`src/rtl/aux_seq_pkg.sv`:
```
package aux_seq_pkg;
  localparam int ERR_W       = 5;
  localparam int ERR_SIZE    = 0;
  localparam int ERR_BUSY    = 1;
  localparam int ERR_TIMEOUT = 2;
  localparam int ERR_RXERR   = 3;
  localparam int ERR_RXCNT   = 4;

  typedef enum logic [3:0] {
    S_IDLE, S_CHECK, S_POLL, S_POLL_WAIT, S_LAUNCH,
    S_WAIT_DONE, S_CLEAR, S_BACKOFF, S_RESP
  } seq_state_t;

  function automatic logic [ERR_W-1:0] err_bit(input int idx);
    logic [ERR_W-1:0] v;
    v = '0;
    v[idx] = 1'b1;
    return v;
  endfunction
endpackage

```
`src/rtl/aux_seq_hdr.sv`:
```
module aux_seq_hdr #(
  parameter int MAX_LEN   = 16,
  parameter int MAX_BYTES = 20,
  parameter int LEN_W     = 5
) (
  input  logic [3:0]             cmd,
  input  logic [19:0]            addr,
  input  logic [LEN_W-1:0]       len,
  input  logic [MAX_LEN*8-1:0]   wdata,
  output logic [MAX_BYTES*8-1:0] tx_bytes,
  output logic [LEN_W-1:0]       tx_count,
  output logic [LEN_W-1:0]       rx_expect,
  output logic                   is_read,
  output logic                   size_err
);
  localparam int TOT_W = LEN_W + 2;

  logic [TOT_W-1:0] tx_tot;
  logic [TOT_W-1:0] rx_tot;

  always_comb begin
    is_read = cmd[0];
    if (len == '0)
      tx_tot = TOT_W'(3);
    else if (is_read)
      tx_tot = TOT_W'(4);
    else
      tx_tot = TOT_W'(4) + TOT_W'(len);
    rx_tot   = is_read ? (TOT_W'(len) + TOT_W'(1)) : TOT_W'(2);
    size_err = (TOT_W'(len) > TOT_W'(MAX_LEN)) ||
               (tx_tot > TOT_W'(MAX_BYTES)) ||
               (rx_tot > TOT_W'(MAX_BYTES));
    tx_count  = tx_tot[LEN_W-1:0];
    rx_expect = rx_tot[LEN_W-1:0];
  end

  for (genvar b = 0; b < MAX_BYTES; b++) begin : g_byte
    if (b == 0) begin : g_b0
      assign tx_bytes[7:0] = {cmd, addr[19:16]};
    end else if (b == 1) begin : g_b1
      assign tx_bytes[15:8] = addr[15:8];
    end else if (b == 2) begin : g_b2
      assign tx_bytes[23:16] = addr[7:0];
    end else if (b == 3) begin : g_b3
      assign tx_bytes[31:24] = 8'(len) - 8'd1;
    end else if (b - 4 < MAX_LEN) begin : g_pay
      assign tx_bytes[b*8 +: 8] = is_read ? 8'h00 : wdata[(b-4)*8 +: 8];
    end else begin : g_pad
      assign tx_bytes[b*8 +: 8] = 8'h00;
    end
  end
endmodule

```
`src/rtl/aux_seq_timer.sv`:
```
module aux_seq_timer #(
  parameter int US_CYCLES = 250,
  parameter int MAX_US    = 1000,
  localparam int US_W     = $clog2(MAX_US + 1),
  localparam int PRE_W    = (US_CYCLES > 1) ? $clog2(US_CYCLES) : 1
) (
  input  logic            clk,
  input  logic            rst_n,
  input  logic            start,
  input  logic [US_W-1:0] load_us,
  output logic            expire
);
  logic             run;
  logic [PRE_W-1:0] pre;
  logic [US_W-1:0]  left;

  assign expire = run && (pre == '0) && (left == US_W'(1));

  always_ff @(posedge clk) begin
    if (!rst_n) begin
      run  <= 1'b0;
      pre  <= '0;
      left <= '0;
    end else if (start) begin
      run  <= 1'b1;
      pre  <= PRE_W'(US_CYCLES - 1);
      left <= load_us;
    end else if (run) begin
      if (pre == '0) begin
        pre  <= PRE_W'(US_CYCLES - 1);
        left <= left - US_W'(1);
        if (left == US_W'(1)) run <= 1'b0;
      end else begin
        pre <= pre - PRE_W'(1);
      end
    end
  end

  a_r7_load_nonzero: assert property (@(posedge clk) disable iff (!rst_n)
    start |-> (load_us != '0));
endmodule

```
`src/rtl/aux_seq_reply.sv`:
```
module aux_seq_reply #(
  parameter int MAX_LEN   = 16,
  parameter int MAX_BYTES = 20,
  parameter int LEN_W     = 5
) (
  input  logic [MAX_BYTES*8-1:0] rx_bytes,
  input  logic [LEN_W-1:0]       rx_count,
  input  logic [LEN_W-1:0]       rx_expect,
  input  logic [LEN_W-1:0]       len,
  input  logic                   is_read,
  output logic [3:0]             reply,
  output logic [LEN_W-1:0]       count,
  output logic [MAX_LEN*8-1:0]   rdata,
  output logic                   bad_count
);
  logic [LEN_W-1:0] eff;
  logic [LEN_W-1:0] rd_cnt;
  logic [7:0]       wr_ack;

  always_comb begin
    bad_count = (rx_count == '0) || (rx_count > LEN_W'(MAX_BYTES));
    eff       = (rx_count < rx_expect) ? rx_count : rx_expect;
    rd_cnt    = (eff == '0) ? '0 : (eff - LEN_W'(1));
    wr_ack    = rx_bytes[15:8];
    reply     = rx_bytes[7:4];
    if (is_read)
      count = rd_cnt;
    else if (eff >= LEN_W'(2))
      count = (wr_ack > 8'(len)) ? len : wr_ack[LEN_W-1:0];
    else
      count = len;
  end

  for (genvar i = 0; i < MAX_LEN; i++) begin : g_rd
    assign rdata[i*8 +: 8] = (is_read && (LEN_W'(i) < rd_cnt)) ?
                             rx_bytes[(i+1)*8 +: 8] : 8'h00;
  end
endmodule

```
`src/rtl/aux_req_seq.sv`:
```
module aux_req_seq
  import aux_seq_pkg::*;
#(
  parameter int MAX_LEN      = 16,
  parameter int MAX_BYTES    = 20,
  parameter int US_CYCLES    = 250,
  parameter int BUSY_WAIT_US = 1000,
  parameter int RX_WAIT_US   = 400,
  parameter int BUSY_POLLS   = 3,
  parameter int MAX_TRIES    = 5,
  localparam int LEN_W       = $clog2(MAX_BYTES + 1),
  localparam int TRY_W       = $clog2(MAX_TRIES + 1),
  localparam int POLL_W      = $clog2(BUSY_POLLS + 1),
  localparam int MAX_US      = (BUSY_WAIT_US > RX_WAIT_US) ? BUSY_WAIT_US : RX_WAIT_US,
  localparam int US_W        = $clog2(MAX_US + 1)
) (
  input  logic                   clk,
  input  logic                   rst_n,
  input  logic                   req_valid,
  output logic                   req_ready,
  input  logic [3:0]             req_cmd,
  input  logic [19:0]            req_addr,
  input  logic [LEN_W-1:0]       req_len,
  input  logic [MAX_LEN*8-1:0]   req_wdata,
  output logic                   rsp_valid,
  input  logic                   rsp_ready,
  output logic [ERR_W-1:0]       rsp_err,
  output logic [3:0]             rsp_reply,
  output logic [LEN_W-1:0]       rsp_count,
  output logic [MAX_LEN*8-1:0]   rsp_rdata,
  input  logic                   ch_busy,
  output logic                   ch_start,
  output logic [MAX_BYTES*8-1:0] ch_tx_bytes,
  output logic [LEN_W-1:0]       ch_tx_count,
  input  logic                   ch_done,
  input  logic                   ch_timeout,
  input  logic                   ch_rx_err,
  input  logic [LEN_W-1:0]       ch_rx_count,
  input  logic [MAX_BYTES*8-1:0] ch_rx_bytes,
  output logic                   ch_clear
);
  seq_state_t             st;
  logic [3:0]             cmd_q;
  logic [19:0]            addr_q;
  logic [LEN_W-1:0]       len_q;
  logic [MAX_LEN*8-1:0]   wdata_q;
  logic [POLL_W-1:0]      polls;
  logic [TRY_W-1:0]       tries;
  logic                   to_q;
  logic                   re_q;
  logic [LEN_W-1:0]       rxc_q;
  logic [MAX_BYTES*8-1:0] rxb_q;
  logic [ERR_W-1:0]       err_q;
  logic [3:0]             reply_q;
  logic [LEN_W-1:0]       count_q;
  logic [MAX_LEN*8-1:0]   rdata_q;

  logic                   size_err;
  logic                   is_read;
  logic [LEN_W-1:0]       rx_expect;
  logic [3:0]             dec_reply;
  logic [LEN_W-1:0]       dec_count;
  logic [MAX_LEN*8-1:0]   dec_rdata;
  logic                   dec_bad;
  logic                   tmr_start;
  logic [US_W-1:0]        tmr_load;
  logic                   tmr_expire;
  logic                   more_tries;

  aux_seq_hdr #(.MAX_LEN(MAX_LEN), .MAX_BYTES(MAX_BYTES), .LEN_W(LEN_W)) u_hdr (
    .cmd(cmd_q), .addr(addr_q), .len(len_q), .wdata(wdata_q),
    .tx_bytes(ch_tx_bytes), .tx_count(ch_tx_count), .rx_expect(rx_expect),
    .is_read(is_read), .size_err(size_err)
  );

  aux_seq_reply #(.MAX_LEN(MAX_LEN), .MAX_BYTES(MAX_BYTES), .LEN_W(LEN_W)) u_reply (
    .rx_bytes(rxb_q), .rx_count(rxc_q), .rx_expect(rx_expect), .len(len_q),
    .is_read(is_read), .reply(dec_reply), .count(dec_count), .rdata(dec_rdata),
    .bad_count(dec_bad)
  );

  aux_seq_timer #(.US_CYCLES(US_CYCLES), .MAX_US(MAX_US)) u_timer (
    .clk(clk), .rst_n(rst_n), .start(tmr_start), .load_us(tmr_load),
    .expire(tmr_expire)
  );

  assign more_tries = (tries < TRY_W'(MAX_TRIES));
  assign tmr_load   = (st == S_POLL) ? US_W'(BUSY_WAIT_US) : US_W'(RX_WAIT_US);
  assign tmr_start  = ((st == S_POLL) && ch_busy) ||
                      ((st == S_CLEAR) && !to_q && re_q && more_tries);

  assign req_ready = (st == S_IDLE);
  assign rsp_valid = (st == S_RESP);
  assign ch_start  = (st == S_LAUNCH);
  assign ch_clear  = (st == S_CLEAR);
  assign rsp_err   = err_q;
  assign rsp_reply = reply_q;
  assign rsp_count = count_q;
  assign rsp_rdata = rdata_q;

  always_ff @(posedge clk) begin
    if (!rst_n) begin
      st      <= S_IDLE;
      cmd_q   <= '0;
      addr_q  <= '0;
      len_q   <= '0;
      wdata_q <= '0;
      polls   <= '0;
      tries   <= '0;
      to_q    <= 1'b0;
      re_q    <= 1'b0;
      rxc_q   <= '0;
      rxb_q   <= '0;
      err_q   <= '0;
      reply_q <= '0;
      count_q <= '0;
      rdata_q <= '0;
    end else begin
      case (st)
        S_IDLE: begin
          if (req_valid) begin
            cmd_q   <= req_cmd;
            addr_q  <= req_addr;
            len_q   <= req_len;
            wdata_q <= req_wdata;
            polls   <= '0;
            tries   <= '0;
            err_q   <= '0;
            reply_q <= '0;
            count_q <= '0;
            rdata_q <= '0;
            st      <= S_CHECK;
          end
        end
        S_CHECK: begin
          if (size_err) begin
            err_q <= err_bit(ERR_SIZE);
            st    <= S_RESP;
          end else begin
            st <= S_POLL;
          end
        end
        S_POLL: begin
          if (!ch_busy) begin
            st <= S_LAUNCH;
          end else begin
            polls <= polls + POLL_W'(1);
            st    <= S_POLL_WAIT;
          end
        end
        S_POLL_WAIT: begin
          if (tmr_expire) begin
            if (polls == POLL_W'(BUSY_POLLS)) begin
              err_q <= err_bit(ERR_BUSY);
              st    <= S_RESP;
            end else begin
              st <= S_POLL;
            end
          end
        end
        S_LAUNCH: begin
          tries <= tries + TRY_W'(1);
          st    <= S_WAIT_DONE;
        end
        S_WAIT_DONE: begin
          if (ch_done) begin
            to_q  <= ch_timeout;
            re_q  <= ch_rx_err;
            rxc_q <= ch_rx_count;
            rxb_q <= ch_rx_bytes;
            st    <= S_CLEAR;
          end
        end
        S_CLEAR: begin
          if (to_q) begin
            if (more_tries) begin
              st <= S_LAUNCH;
            end else begin
              err_q <= re_q ? err_bit(ERR_RXERR) : err_bit(ERR_TIMEOUT);
              st    <= S_RESP;
            end
          end else if (re_q) begin
            if (more_tries) begin
              st <= S_BACKOFF;
            end else begin
              err_q <= err_bit(ERR_RXERR);
              st    <= S_RESP;
            end
          end else if (dec_bad) begin
            err_q <= err_bit(ERR_RXCNT);
            st    <= S_RESP;
          end else begin
            reply_q <= dec_reply;
            count_q <= dec_count;
            rdata_q <= dec_rdata;
            st      <= S_RESP;
          end
        end
        S_BACKOFF: begin
          if (tmr_expire) st <= S_LAUNCH;
        end
        S_RESP: begin
          if (rsp_ready) st <= S_IDLE;
        end
        default: st <= S_IDLE;
      endcase
    end
  end

  a_r13_err_onehot: assert property (@(posedge clk) disable iff (!rst_n)
    rsp_valid |-> $onehot0(rsp_err));

  a_r14_rsp_hold: assert property (@(posedge clk) disable iff (!rst_n)
    (rsp_valid && !rsp_ready) |=> (rsp_valid && $stable(rsp_err) &&
      $stable(rsp_count) && $stable(rsp_reply) && $stable(rsp_rdata)));

  a_r8_clear_after_done: assert property (@(posedge clk) disable iff (!rst_n)
    ch_clear |-> $past(ch_done));

  a_r4_tx_bound: assert property (@(posedge clk) disable iff (!rst_n)
    ch_start |-> ((ch_tx_count <= LEN_W'(MAX_BYTES)) && (ch_tx_count >= LEN_W'(3))));

  a_r6_try_bound: assert property (@(posedge clk) disable iff (!rst_n)
    ch_start |-> more_tries);
endmodule

```
`config.mk`:
```
export PLATFORM = sky130hd
export DESIGN_NAME = aux_req_seq
export DESIGN_NICKNAME = d
export VERILOG_FILES = /design/src/rtl/aux_seq_pkg.sv /design/src/rtl/aux_seq_hdr.sv /design/src/rtl/aux_seq_timer.sv /design/src/rtl/aux_seq_reply.sv /design/src/rtl/aux_req_seq.sv
export SDC_FILE = /design/constraint.sdc
export NUM_CORES = 1
export LEC_CHECK = 0
export BUFFER_PORTS_ARGS = -buffer_cell sky130_fd_sc_hd__clkbuf_2
export CORE_MARGIN = 5
export CORE_UTILIZATION = 40
export CTS_CLUSTER_SIZE = 24
export DETAILED_ROUTE_END_ITERATION = 10
export SYNTH_ARGS = -nofsm -noshare
export SYNTH_HDL_FRONTEND = slang
export SYNTH_HIERARCHICAL = 1
export SYNTH_SLANG_ARGS = --single-unit
```
`constraint.sdc`:
```
create_clock -name clk -period 9.9 [get_ports clk]
set_input_delay 1.485 -clock clk [delete_from_list [all_inputs] [get_ports clk]]
set_output_delay 1.485 -clock clk [all_outputs]
set_load 0.05 [all_outputs]
```
# Yosys cells after proc, flatten, opt, wreduce, memory -nomap -nowiden
# Index checks and enable logic that the tools add are counted.
# op_classes
add_sub_neg,8
order_cmp,24
n_eq_ne,24
n_mux,94
bitwise,1
n_reduce_logical,47
# ops
op,count
two-way mux 128 bit,4
two-way mux 8 bit,35
case mux 128 bit (2 select lines),1
two-way mux 5 bit,17
two-way mux 4 bit,16
< comparator 4 x 5 -> 1 bit (first input constant),8
two-way mux 10 bit,4
case mux 4 bit (9 select lines),1
logical AND 1 bit,22
two-way mux 7 bit,3
< comparator 3 x 5 -> 1 bit (first input constant),4
!= test 2 bit (second input constant),10
case mux 5 bit (4 select lines),1
equality test 4 x 3 -> 1 bit (second input constant),4
zero test 5 bit,3
greater-than comparator 7 x 5 -> 1 bit (second input constant),2
equality test 10 x 1 -> 1 bit (second input constant),1
greater-than comparator 5 bit (second input constant),2
< comparator 1 x 5 -> 1 bit (first input constant),2
< comparator 2 x 5 -> 1 bit (first input constant),2
case mux 5 bit (2 select lines),1
AND reduction 5 bit,2
nonzero test 2 bit,5
subtractor 10 x 1 -> 10 bit (second input constant),1
34 further kinds,47
# totals
reg_bits,470
in_bits,330

# Depth between registers and ports, before layout
# Gate-level depths: netlist of the first run.
# logic_depth
ltp_word,13
depth_mapped,24
depth_no_buf,20

# Hierarchy
# Netlist of the first run, hierarchy kept.
# by_module_without_submodules
module,instances,cells_per_inst,area_each_um2,seq_area_each_um2
aux_req_seq,1,2151,18300.1,9509.1
aux_seq_reply,1,315,1904.3,0.0
aux_seq_hdr,1,221,1402.6,0.0
aux_seq_timer,1,127,1076.0,380.4

# Worst setup path before layout of the first run
# OpenSTA, ideal clock, no wires.
# synth_path
path_type,reg-to-reg
start,reg len_q[0]
end,reg rdata_q[40] (netlist: rsp_rdata[40])
setup_ns,0.124
arrival_time_ns,4.550
path_slack_ns,5.226
path_stages_with_launch,23
n_path_buf,2
synth_period_minus_slack_ns,4.674
cell_sequence,dfxtp_1 inv_1 ha_1 inv_1 nand2_1 inv_1 ha_1 nand2_1 o21ai_2 a21oi_2 buf_1 nor2_1 a21oi_1 ha_1 clkbuf_1 nand3b_1 a211oi_1 a211oi_1 a31o_2 a221oi_2 nor2_1 nand3_1 a21boi_0
# synth_via
elab_chain_cells,13
# synth_rtl
element,line,rtl
start: declaration,aux_req_seq.sv:45,logic [LEN_W-1:0] len_q;
start signal: assignment,aux_req_seq.sv:124,len_q <= req_len;
adder 5 x 1 -> 6 bit *,aux_seq_hdr.sv:29,rx_tot = is_read ? (TOT_W'(len) + TOT_W'(1)) : TOT_W'(2);
two-way mux 7 bit *,aux_seq_hdr.sv:29,
net rx_expect[1],aux_req_seq.sv:60,logic [LEN_W-1:0] rx_expect;
< comparator 5 bit,aux_seq_reply.sv:22,eff = (rx_count < rx_expect) ? rx_count : rx_expect;
two-way mux 5 bit *,aux_seq_reply.sv:22,
subtractor 5 x 1 -> 5 bit or zero test 5 bit (tied branches),aux_seq_reply.sv:23,rd_cnt = (eff == '0) ? '0 : (eff - LEN_W'(1));
two-way mux 5 bit *,aux_seq_reply.sv:23,
< comparator 3 x 5 -> 1 bit *,aux_seq_reply.sv:35,assign rdata[i*8 +: 8] = (is_read && (LEN_W'(i) < rd_cnt)) ?
logical AND 1 bit *,aux_seq_reply.sv:35,
two-way mux 8 bit *,aux_seq_reply.sv:35,
net dec_rdata[40],aux_req_seq.sv:63,logic [MAX_LEN*8-1:0] dec_rdata;
two-way mux 128 bit *,aux_req_seq.sv:189,end else if (dec_bad) begin
two-way mux 128 bit *,aux_req_seq.sv:182,end else if (re_q) begin
two-way mux 128 bit *,aux_req_seq.sv:175,if (to_q) begin
case mux 128 bit (2 select lines) *,aux_req_seq.sv:119,case (st)
end signal: assignment,aux_req_seq.sv:195,rdata_q <= dec_rdata;
end: declaration,aux_req_seq.sv:56,logic [MAX_LEN*8-1:0] rdata_q;
# Mark *: on every way through the listed nets, which the timed path passes. The rest lies on a longest branch. The select of a mux whose other input is x is not followed.
# A chain may end at the register's enable or synchronous reset.

# Worst setup path after layout of the first run
# layout_path
start,reg len_q[2]
end,reg rdata_q[100] (netlist: rsp_rdata[100])
# layout_via
elab_chain_cells,13
# layout_rtl
element,line
adder 5 x 1 -> 6 bit *,aux_seq_hdr.sv:29
two-way mux 7 bit *,aux_seq_hdr.sv:29
net rx_expect[4],aux_req_seq.sv:60
< comparator 5 bit,aux_seq_reply.sv:22
two-way mux 5 bit *,aux_seq_reply.sv:22
subtractor 5 x 1 -> 5 bit or zero test 5 bit (tied branches),aux_seq_reply.sv:23
two-way mux 5 bit *,aux_seq_reply.sv:23
< comparator 4 x 5 -> 1 bit *,aux_seq_reply.sv:35
logical AND 1 bit *,aux_seq_reply.sv:35
two-way mux 8 bit *,aux_seq_reply.sv:35
net dec_rdata[100],aux_req_seq.sv:63
two-way mux 128 bit *,aux_req_seq.sv:189
two-way mux 128 bit *,aux_req_seq.sv:182
two-way mux 128 bit *,aux_req_seq.sv:175
case mux 128 bit (2 select lines) *,aux_req_seq.sv:119
# Marked as above.

==> flow_summary.json, run 1 <==
{
  "unrepaired_setup_endpoints_after_global_routing": "no",
  "kind_of_launch_point_of_the_worst_setup_path": "register",
  "setup_tns_ns": 0,
  "maxClockFrequency_mhz": 162.5,
  "synthesis.yosys.warnings": 6,
  "antenna_violations_before_repair": 20,
  "clock_sinks": 466,
  "detailroute.via_count": 20060,
  "floorplan.die.width_um": 242.9,
  "min_period_over_period_pct": 62.15,
  "timing_max_transition_violations_final": 0,
  "final_net_count": 3476,
  "finalHoldWorstSlack_ns": 0.4454,
  "layout-drive-gt1-share_pct": 23.49,
  "core_footprint_um2": 53810,
  "worst_pin_slew_ns": 1.113,
  "area_of_the_die_um2": 58980,
  "power.share.clock_pct": 35.9,
  "cts-htree-levels": 2,
  "viasPerCell": 5.185,
  "synthesis.area_um2": 21690,
  "setup_viol": 0,
  "finClkSkew_ns": 0.01845,
  "layout.cells.most_common": "sky130_fd_sc_hd__nand2_1",
  "max_slew_margin_pct": 25.82,
  "critical_path_arrival_ns": 6.65,
  "post_cts.repair.setup_buffers": 0,
  "first_global_vias": 19110,
  "detailedRoute.firstIterationViolations": 1193,
  "irDropWorstVdd_v": 0.0001152,
  "numPortBuffers": 612,
  "drv.max_cap_violation_count": 0,
  "wirelength_um": 71460,
  "fraction_of_power_spent_switching_nets_pct": 34.78,
  "dpl.hpwl_um": 48930,
  "wire_length_of_the_first_global_routing_pass_um": 110300,
  "initial_utilization_pct": 40.30,
  "cts-root-to-sink-buffers": 3,
  "crit_fanout": 16,
  "grt_start_max_net_pins": 126,
  "place_congestion": 0.8521,
  "detail-route-antenna-nets": 0,
  "cts_hold_repair.buffers": 0,
  "required_ns": 10.40,
  "cts_tree": "built",
  "outcome": "finished, final reports clean",
  "die_h_um": 242.9,
  "track_usage_pct": 22.74,
  "share_seq_of_total_power_pct": 38.9,
  "area.growth.synth_to_final_pct": 21.13,
  "clock_tree.root_cell": "sky130_fd_sc_hd__clkbuf_16",
  "timing.hold.worst.class": "reg2reg",
  "cellInternalPower_mw": 3.466,
  "setup.worst_path.class": "reg2reg",
  "number_of_top_level_pins": 641,
  "syn-mean-instance-area_um2": 8.036,
  "drt-pass1-iter-count": 5,
  "routed_wire_length_per_instance_um": 18.47,
  "endpoint_kind": "register",
  "cts_resized": 0,
  "drc": 0,
  "synth_cells": 2699,
  "hold_viol": 0,
  "clk_pin_slew_worst_paths_ns": 0.06,
  "worst_skew_pair.late_latency_ns": 0.59,
  "p_comb_share_pct": 25.1,
  "mostFrequentLayoutCells": "sky130_fd_sc_hd__nand2_1 (653), sky130_fd_sc_hd__clkbuf_2 (611), sky130_fd_sc_hd__dfxtp_1 (465)",
  "placement_rows": 85,
  "tritoncts.num_buffers": 51,
  "power.density_cell_area_nw_per_um2": 202.3,
  "period_needed_ns": 6.153,
  "cellLeakagePower_nw": 10.70,
  "total_switching_power_mw": 1.848,
  "grt_remaining_overflow": 0
}
layout make-up:
| cell class | count | area (um^2) |
|---|---|---|
| sequential | 466 | 9333 |
| antenna | 13 | 32.53 |
| inverter | 32 | 120.1 |
| timing repair buffer | 630 | 3208 |
| multi-input combinational | 1943 | 11050 |
| clock buffer | 73 | 1439 |
| fill | 5385 | 27540 |
| tap | 696 | 870.8 |
| clock inverter | 15 | 215.2 |
power groups by stage:
stage               registers [mW]  clock network [mW]  logic (mW)
floorplan                     2.07                   0        1.03
global placement              2.10                   0        1.33
detailed placement            2.11                   0        1.34
CTS                           2.07                1.97        1.34
global route                  2.08                2.05        1.43
finish                        2.07                1.91        1.33
layer usage:
layer | global-route usage [%] | vias up | routed length, um
met5 | 0 | - | 80
met4 | 8.595 | 12 | 2814
met3 | 7.019 | 145 | 5535
met2 | 37.70 | 615 | 33350
met1 | 27.87 | 9437 | 29680
li1 | - | 9848 | -
through the flow:
| step | total power [mW] | instances | util (%) | setup slack, ns | cell area (um^2) |
|---|---|---|---|---|---|
| after CTS | 5.377 | 3855 | 48.76 | 3.821 | 26240 |
| final | 5.315 | 3868 | 48.82 | 3.747 | 26270 |
| after detailed placement | 3.448 | 3767 | 45.69 | 3.868 | 24590 |
| after global placement | 3.429 | 3767 | 45.69 | 3.870 | 24590 |
| after floorplan | 3.100 | 2702 | - | 5.226 | 21700 |
| after global routing | 5.564 | 3865 | 48.81 | 3.365 | 26270 |
critical path: stages (launching register included):
cell and delay (ns):
sky130_fd_sc_hd__dfxtp_1 0.67, sky130_fd_sc_hd__ha_1 0.31, sky130_fd_sc_hd__nand2_1 0.08, sky130_fd_sc_hd__xnor2_1 0.22, sky130_fd_sc_hd__nor2_1 0.50, sky130_fd_sc_hd__inv_1 0.18, sky130_fd_sc_hd__ha_1 0.34, sky130_fd_sc_hd__and2_1 0.23
sky130_fd_sc_hd__a21oi_2 0.56, sky130_fd_sc_hd__mux2_2 0.34, sky130_fd_sc_hd__inv_1 0.11, sky130_fd_sc_hd__ha_1 0.33, sky130_fd_sc_hd__nor3_1 0.23, sky130_fd_sc_hd__a21oi_1 0.06, sky130_fd_sc_hd__mux2i_1 0.74, sky130_fd_sc_hd__o41a_1 0.64
sky130_fd_sc_hd__and3_1 0.26, sky130_fd_sc_hd__nand3_1 0.06, sky130_fd_sc_hd__a21boi_0 0.20
registers in the layout, summed over array words and instances, names as in the netlist:
register / count
addr_q: 20
cmd_q: 4
len_q: 5
polls: 2
re_q: 1
rsp_count: 5
rsp_err: 5
rsp_rdata: 128
rsp_reply: 4
rxb_q: 132
rxc_q: 5
st: 4
to_q: 1
tries: 3
u_timer/left: 10
u_timer/pre: 8
u_timer/run: 1
wdata_q: 128
path summary, 6_finish.rpt:
path                             startpoint  depth (start not counted)              to  slack, ns
worst max-delay path               len_q[2]                         18  rsp_rdata[100]       3.75
worst min-delay path            wdata_q[13]                          2     wdata_q[13]       0.45
worst max register to register     len_q[2]                         18  rsp_rdata[100]       3.75
worst min register to register  wdata_q[13]                          2     wdata_q[13]       0.45
Power figures use the tool's default switching activity.
==> run 2: changes to the inputs <==
==> constraint.sdc (replaced) <==
create_clock -name clk -period 6.3 [get_ports clk]
set_input_delay 0.945 -clock clk [delete_from_list [all_inputs] [get_ports clk]]
set_output_delay 0.945 -clock clk [all_outputs]
set_load 0.05 [all_outputs]
==> flow_summary.json, run 2 (synthesis results as in run 1) <==
{
  "outcome": "finished, final reports clean",
  "crit_fanout": 11,
  "cellLeakagePower_nw": 10.73,
  "clock_sinks": 466,
  "largest_register_ffs": 132,
  "drc": 0,
  "die_h_um": 242.9,
  "cellInternalPower_mw": 5.426,
  "critical_path_arrival_ns": 6.12,
  "worstRegToRegCells": 19,
  "reg2reg_slack_ns": 0.67,
  "cts_hold_repair.buffers": 0,
  "timing.critical_path.slowest_stage_cell": "sky130_fd_sc_hd__dfxtp_1",
  "total_switching_power_mw": 2.932,
  "share_seq_of_total_power_pct": 38.9,
  "register_name_with_the_most_flops": "rxb_q",
  "min_period_over_period_pct": 89.39,
  "placement_rows": 85,
  "tritoncts.num_buffers": 53,
  "layout.cells.most_common": "sky130_fd_sc_hd__nand2_1",
  "place_congestion": 0.8597,
  "core_footprint_um2": 53810,
  "dpl.hpwl_um": 48630,
  "setup_viol": 0,
  "numPortBuffers": 612,
  "max_slew_margin_pct": 24.97,
  "cts-htree-levels": 2,
  "period_needed_ns": 5.632,
  "area.growth.synth_to_final_pct": 21.36,
  "clock_tree.root_cell": "sky130_fd_sc_hd__clkbuf_16",
  "grt_remaining_overflow": 0,
  "finClkSkew_ns": 0.01645,
  "layout-drive-gt1-share_pct": 23.55,
  "cts_resized": 0,
  "detail-route-antenna-nets": 0,
  "post_cts.repair.setup_buffers": 0,
  "worst_skew_pair.late_latency_ns": 0.61,
  "fillCellCount": 5373,
  "unrepaired_setup_endpoints_after_global_routing": "no",
  "post_layout_nonfiller_instances": 3870,
  "min_delay_worst_endpoint": "wdata_q[7]",
  "wirelength_um": 71090,
  "cts-root-to-sink-buffers": 3,
  "setup_tns_ns": 0,
  "setup.worst_path.class": "reg2reg",
  "cts_tree": "built",
  "hold_start": "wdata_q[7]",
  "worst_path_largest_cell_delay_ns": 0.64,
  "viasPerCell": 5.153,
  "maxClockFrequency_mhz": 177.6,
  "power.density_cell_area_nw_per_um2": 317.5,
  "detailedPlace.worstSlack_ns": 0.7270,
  "wire_length_of_the_first_global_routing_pass_um": 109500,
  "area_of_the_die_um2": 58980,
  "detailroute.via_count": 19940,
  "first_global_vias": 18990,
  "number_of_top_level_pins": 641,
  "track_usage_pct": 22.65,
  "cpMostUsedCell": "sky130_fd_sc_hd__ha_1",
  "worst_pin_slew_ns": 1.123,
  "endpoint_kind": "register",
  "floorplan.die.width_um": 242.9,
  "kind_of_launch_point_of_the_worst_setup_path": "register",
  "drt-pass1-iter-count": 5,
  "rr_endpoint": "rsp_rdata[40]",
  "timing.hold.worst.class": "reg2reg",
  "timing_max_transition_violations_final": 0,
  "hold_viol": 0,
  "final_net_count": 3478,
  "antenna_violations_before_repair": 21,
  "post-place-cells": 3767,
  "irDropWorstVdd_v": 0.0001846,
  "reg2reg_from": "len_q[2]",
  "drv.max_cap_violation_count": 0,
  "detailedRoute.firstIterationViolations": 1242,
  "required_ns": 6.79,
  "critical_path.cell_chain": "ha_1 > nand2_1 > xnor2_1 > nor2_1 > inv_1 > ha_1 > a21o_1 > a21oi_2 > mux2_2 > inv_1 > ha_1 > nand3b_1 > a211oi_1 > a211oi_1 > a31o_2 > a221oi_2 > nor2_1 > nand3_1 > a21boi_0",
  "clk_pin_slew_worst_paths_ns": 0.06,
  "routed_wire_length_per_instance_um": 18.37,
  "power.share.clock_pct": 36.0,
  "p_comb_share_pct": 25.1,
  "grt_start_max_net_pins": 200,
  "fraction_of_power_spent_switching_nets_pct": 35.08,
  "layout_setup_ws_ns": 0.6682,
  "mostFrequentLayoutCells": "sky130_fd_sc_hd__nand2_1 (653), sky130_fd_sc_hd__clkbuf_2 (611), sky130_fd_sc_hd__dfxtp_1 (465)",
  "min_path_cells": 2,
  "initial_utilization_pct": 40.30
}
==> run 2: area by class of cell <==
class | instances | area (um^2) | share of cell area [%]
multi-input cells | 1943 | 11050 | 42.00
repair buffers | 630 | 3233 | 12.28
diodes | 11 | 27.53 | 0.1046
clock buffers | 78 | 1531 | 5.818
inverters | 32 | 120.1 | 0.4563
flip-flops and latches | 466 | 9333 | 35.45
well taps | 696 | 870.8 | 3.308
clock inverters | 14 | 152.6 | 0.5799
==> run 2: worst max-delay path by stage <==
stage              from             end  slack (ns)  cells after the start
6_report       len_q[2]   rsp_rdata[40]        0.67                     19
5_1_grt        len_q[2]   rsp_rdata[40]        0.21                     19
4_1_cts        len_q[2]  rsp_rdata[103]        0.71                     18
3_5_place_dp   len_q[2]  rsp_rdata[103]        0.73                     18
3_3_place_gp   len_q[2]   rsp_rdata[97]        0.81                     18
2_1_floorplan  len_q[0]   rsp_rdata[40]        1.63                     22
==> run 2: worst max-delay path: cells and delay by family (launching register included) <==
| family | cells | cell delay, ns |
|---|---|---|
| AO/OA/AOI/OAI | 7 | 1.97 |
| flip-flops | 1 | 0.64 |
| AND/OR/NAND/NOR | 5 | 0.99 |
| multiplexers | 1 | 0.40 |
| buffers and inverters | 2 | 0.33 |
| XOR/XNOR | 1 | 0.14 |
| adder cells (fa/ha/maj) | 3 | 1.05 |
==> run 2: power by group through the flow <==
stage / sequential [mW] / combinational (mW) / clock, mW
5_1_grt: 3.27 / 2.26 / 3.22
4_1_cts: 3.25 / 2.12 / 3.10
3_3_place_gp: 3.30 / 2.09 / 0
6_report: 3.25 / 2.10 / 3.01
2_1_floorplan: 3.25 / 1.62 / 0
3_5_place_dp: 3.31 / 2.12 / 0
==> run 2: routing by layer <==
layer | track usage, % | routed length [um]
met4 | 8.995 | 2908
met1 | 27.60 | 28930
met5 | 0 | 120
met3 | 7.481 | 5907
met2 | 37.16 | 33220
==> run 2: metrics by stage <==
stage | cell area (um^2) | utilization (%) | hold WS (ns) | total power [mW]
4_1_cts | 26300 | 48.86 | 0.4491 | 8.464
5_1_grt | 26320 | 48.90 | 0.4596 | 8.747
3_3_place_gp | 24610 | 45.73 | 0.4352 | 5.390
2_1_floorplan | 21700 | - | 0.4305 | 4.871
6_report | 26320 | 48.91 | 0.4472 | 8.358
3_5_place_dp | 24610 | 45.73 | 0.4408 | 5.427
==> run 3: changes to the inputs <==
--- a/config.mk
+++ b/config.mk
@@ -5,7 +5,7 @@
 export SDC_FILE = /design/constraint.sdc
 export NUM_CORES = 1
 export LEC_CHECK = 0
-export BUFFER_PORTS_ARGS = -buffer_cell sky130_fd_sc_hd__clkbuf_2
+export BUFFER_PORTS_ARGS = -buffer_cell sky130_fd_sc_hd__buf_2
 export CORE_MARGIN = 5
 export CORE_UTILIZATION = 40
 export CTS_CLUSTER_SIZE = 24
==> flow_summary.json, run 3 (synthesis results as in run 1) <==
{
  "outcome": "finished, final reports clean",
  "numPortBuffers": 612,
  "detailroute.via_count": 19970,
  "worst_skew_pair.late_latency_ns": 0.59,
  "worst_pin_slew_ns": 1.157,
  "area_of_the_die_um2": 58980,
  "grt_remaining_overflow": 0,
  "clock_tree.root_cell": "sky130_fd_sc_hd__clkbuf_16",
  "cp_capture_point": "rsp_rdata[98]",
  "viasPerCell": 5.140,
  "setup_viol": 0,
  "tritoncts.num_buffers": 51,
  "critical_path.cell_chain": "ha_1 > nand2_1 > xnor2_1 > nor2_1 > inv_1 > ha_1 > and2_1 > a21oi_2 > mux2_2 > inv_1 > ha_1 > nor3_1 > a21oi_1 > mux2i_1 > o41a_1 > and3_1 > nand3_1 > a21boi_0",
  "worst_path_largest_cell_delay_ns": 0.78,
  "timing.critical_path.slowest_stage_cell": "sky130_fd_sc_hd__mux2i_1",
  "cellLeakagePower_nw": 10.94,
  "drv.max_cap_violation_count": 0,
  "clk_pin_slew_worst_paths_ns": 0.06,
  "routed_wire_length_per_instance_um": 18.32,
  "cts_resized": 0,
  "cpLargestDelayFamily": "simple AND/OR/NAND/NOR gates",
  "cts-htree-levels": 2,
  "min_period_over_period_pct": 87.37,
  "mostFrequentLayoutCells": "sky130_fd_sc_hd__nand2_1 (653), sky130_fd_sc_hd__buf_2 (611), sky130_fd_sc_hd__dfxtp_1 (465)",
  "unrepaired_setup_endpoints_after_global_routing": "no",
  "detailedRoute.firstIterationViolations": 1084,
  "drc": 0,
  "number_of_top_level_pins": 641,
  "post_cts.repair.setup_buffers": 0,
  "layout_setup_ws_ns": 0.7955,
  "layout-drive-gt1-share_pct": 23.78,
  "initial_utilization_pct": 40.30,
  "place_congestion": 0.8718,
  "largest_register_ffs": 132,
  "irDropWorstVdd_v": 0.0001926,
  "finalHoldWorstSlack_ns": 0.4471,
  "maxClockFrequency_mhz": 181.7,
  "regArea_um2": 9333,
  "die_h_um": 242.9,
  "final_net_count": 3479,
  "setup_tns_ns": 0,
  "cts-root-to-sink-buffers": 3,
  "crit_fanout": 16,
  "cell_depth_of_the_worst_setup_path": 18,
  "clock_sinks": 466,
  "finClkSkew_ns": 0.02664,
  "multi_input_area_um2": 11050,
  "detailedPlace.worstSlack_ns": 0.9490,
  "layout.cells.most_common": "sky130_fd_sc_hd__nand2_1",
  "required_ns": 6.81,
  "cts_tree": "built",
  "dpl.hpwl_um": 48650,
  "timing_max_transition_violations_final": 0,
  "crit_start": "len_q[0]",
  "placement_rows": 85,
  "cp.buffers_inverters": 2,
  "core_footprint_um2": 53810,
  "drt-pass1-iter-count": 5,
  "wire_length_of_the_first_global_routing_pass_um": 109800,
  "critical_path_arrival_ns": 6.02,
  "kind_of_launch_point_of_the_worst_setup_path": "register",
  "first_global_vias": 18980,
  "timing.hold.worst.class": "reg2reg",
  "fillCellCount": 5335,
  "track_usage_pct": 22.66,
  "wirelength_um": 71160,
  "max_slew_margin_pct": 22.87,
  "rr_endpoint": "rsp_rdata[98]",
  "area.growth.synth_to_final_pct": 21.85,
  "power.density_cell_area_nw_per_um2": 319.1,
  "antenna_violations_before_repair": 35,
  "endpoint_kind": "register",
  "reg2reg_from": "len_q[0]",
  "reg2reg_slack_ns": 0.80,
  "setup.worst_path.class": "reg2reg",
  "period_needed_ns": 5.505,
  "worstRegToRegCells": 18,
  "grt_start_max_net_pins": 201,
  "cpMostUsedCell": "sky130_fd_sc_hd__ha_1",
  "detail-route-antenna-nets": 0,
  "floorplan.die.width_um": 242.9,
  "register_name_with_the_most_flops": "rxb_q",
  "hold_viol": 0,
  "cts_hold_repair.buffers": 0
}
==> run 3: cell count changes in the layout (fill, tap and decap cells not counted) <==
cell                         delta
sky130_fd_sc_hd__clkbuf_16      -2
sky130_fd_sc_hd__inv_8          -1
sky130_fd_sc_hd__clkbuf_1       -5
sky130_fd_sc_hd__clkbuf_2     -611
sky130_fd_sc_hd__inv_6          +1
sky130_fd_sc_hd__clkinvlp_4     +2
sky130_fd_sc_hd__buf_12         -1
sky130_fd_sc_hd__bufinv_16      +2
sky130_fd_sc_hd__buf_4          +4
sky130_fd_sc_hd__buf_2        +611
sky130_fd_sc_hd__clkbuf_8       +7
sky130_fd_sc_hd__clkinv_2       -3
sky130_fd_sc_hd__diode_2       +12
sky130_fd_sc_hd__inv_16         -1
==> run 3: layout make-up <==
cell class              count  area share, %
diodes                     23         0.2178
clock buffers              78          5.899
clock inverters            14         0.7196
inverters                  32         0.4545
multi-input cells        1943          41.83
flip-flops and latches    466          35.31
well taps                 696          3.295
repair buffers            633          12.27
==> run 3: metrics by stage <==
| stage | instances | instance area (um^2) | util [%] | power, mW |
|---|---|---|---|---|
| CTS | 3862 | 26370 | 49.00 | 8.541 |
| floorplan | 2702 | 21700 | - | 4.871 |
| finish | 3885 | 26430 | 49.11 | 8.433 |
| global route | 3878 | 26410 | 49.08 | 8.838 |
| detailed placement | 3770 | 24620 | 45.75 | 5.428 |
| global placement | 3770 | 24620 | 45.75 | 5.392 |
==> run 3: metal layers <==
layer | global-route usage (%) | vias up | routed length [um]
li1 | - | 9872 | -
met4 | 9.262 | 22 | 2524
met2 | 37.58 | 549 | 33860
met1 | 27.71 | 9381 | 29590
met5 | 0 | - | 149
met3 | 6.612 | 143 | 5033
==> run 3: power by group <==
| part | internal [mW] | switching, mW | total (mW) |
|---|---|---|---|
| Clock | 1.86 | 1.22 | 3.08 |
| Combinational | 0.555 | 1.55 | 2.11 |
| Sequential | 3.12 | 0.129 | 3.24 |
| Total | 5.53 | 2.90 | 8.43 |
==> run 3: worst min path at each step <==
stage	from	end	slack [ns]	depth (start not counted)
final	wdata_q[66]	wdata_q[66]	0.45	2
after global routing	wdata_q[71]	wdata_q[71]	0.46	2
after global placement	wdata_q[66]	wdata_q[66]	0.44	2
after detailed placement	wdata_q[26]	wdata_q[26]	0.44	2
after floorplan	wdata_q[0]	wdata_q[0]	0.43	2
after CTS	wdata_q[26]	wdata_q[26]	0.45	2
==> run 3: worst register-to-register path: stages, from the launching register on <==
cell	delay, ns
sky130_fd_sc_hd__dfxtp_1	0.58
sky130_fd_sc_hd__ha_1	0.29
sky130_fd_sc_hd__nand2_1	0.08
sky130_fd_sc_hd__xnor2_1	0.17
sky130_fd_sc_hd__nor2_1	0.48
sky130_fd_sc_hd__inv_1	0.17
sky130_fd_sc_hd__ha_1	0.34
sky130_fd_sc_hd__and2_1	0.23
sky130_fd_sc_hd__a21oi_2	0.17
sky130_fd_sc_hd__mux2_2	0.23
sky130_fd_sc_hd__inv_1	0.11
sky130_fd_sc_hd__ha_1	0.32
sky130_fd_sc_hd__nor3_1	0.21
sky130_fd_sc_hd__a21oi_1	0.06
sky130_fd_sc_hd__mux2i_1	0.78
sky130_fd_sc_hd__o41a_1	0.66
sky130_fd_sc_hd__and3_1	0.27
sky130_fd_sc_hd__nand3_1	0.07
sky130_fd_sc_hd__a21boi_0	0.19
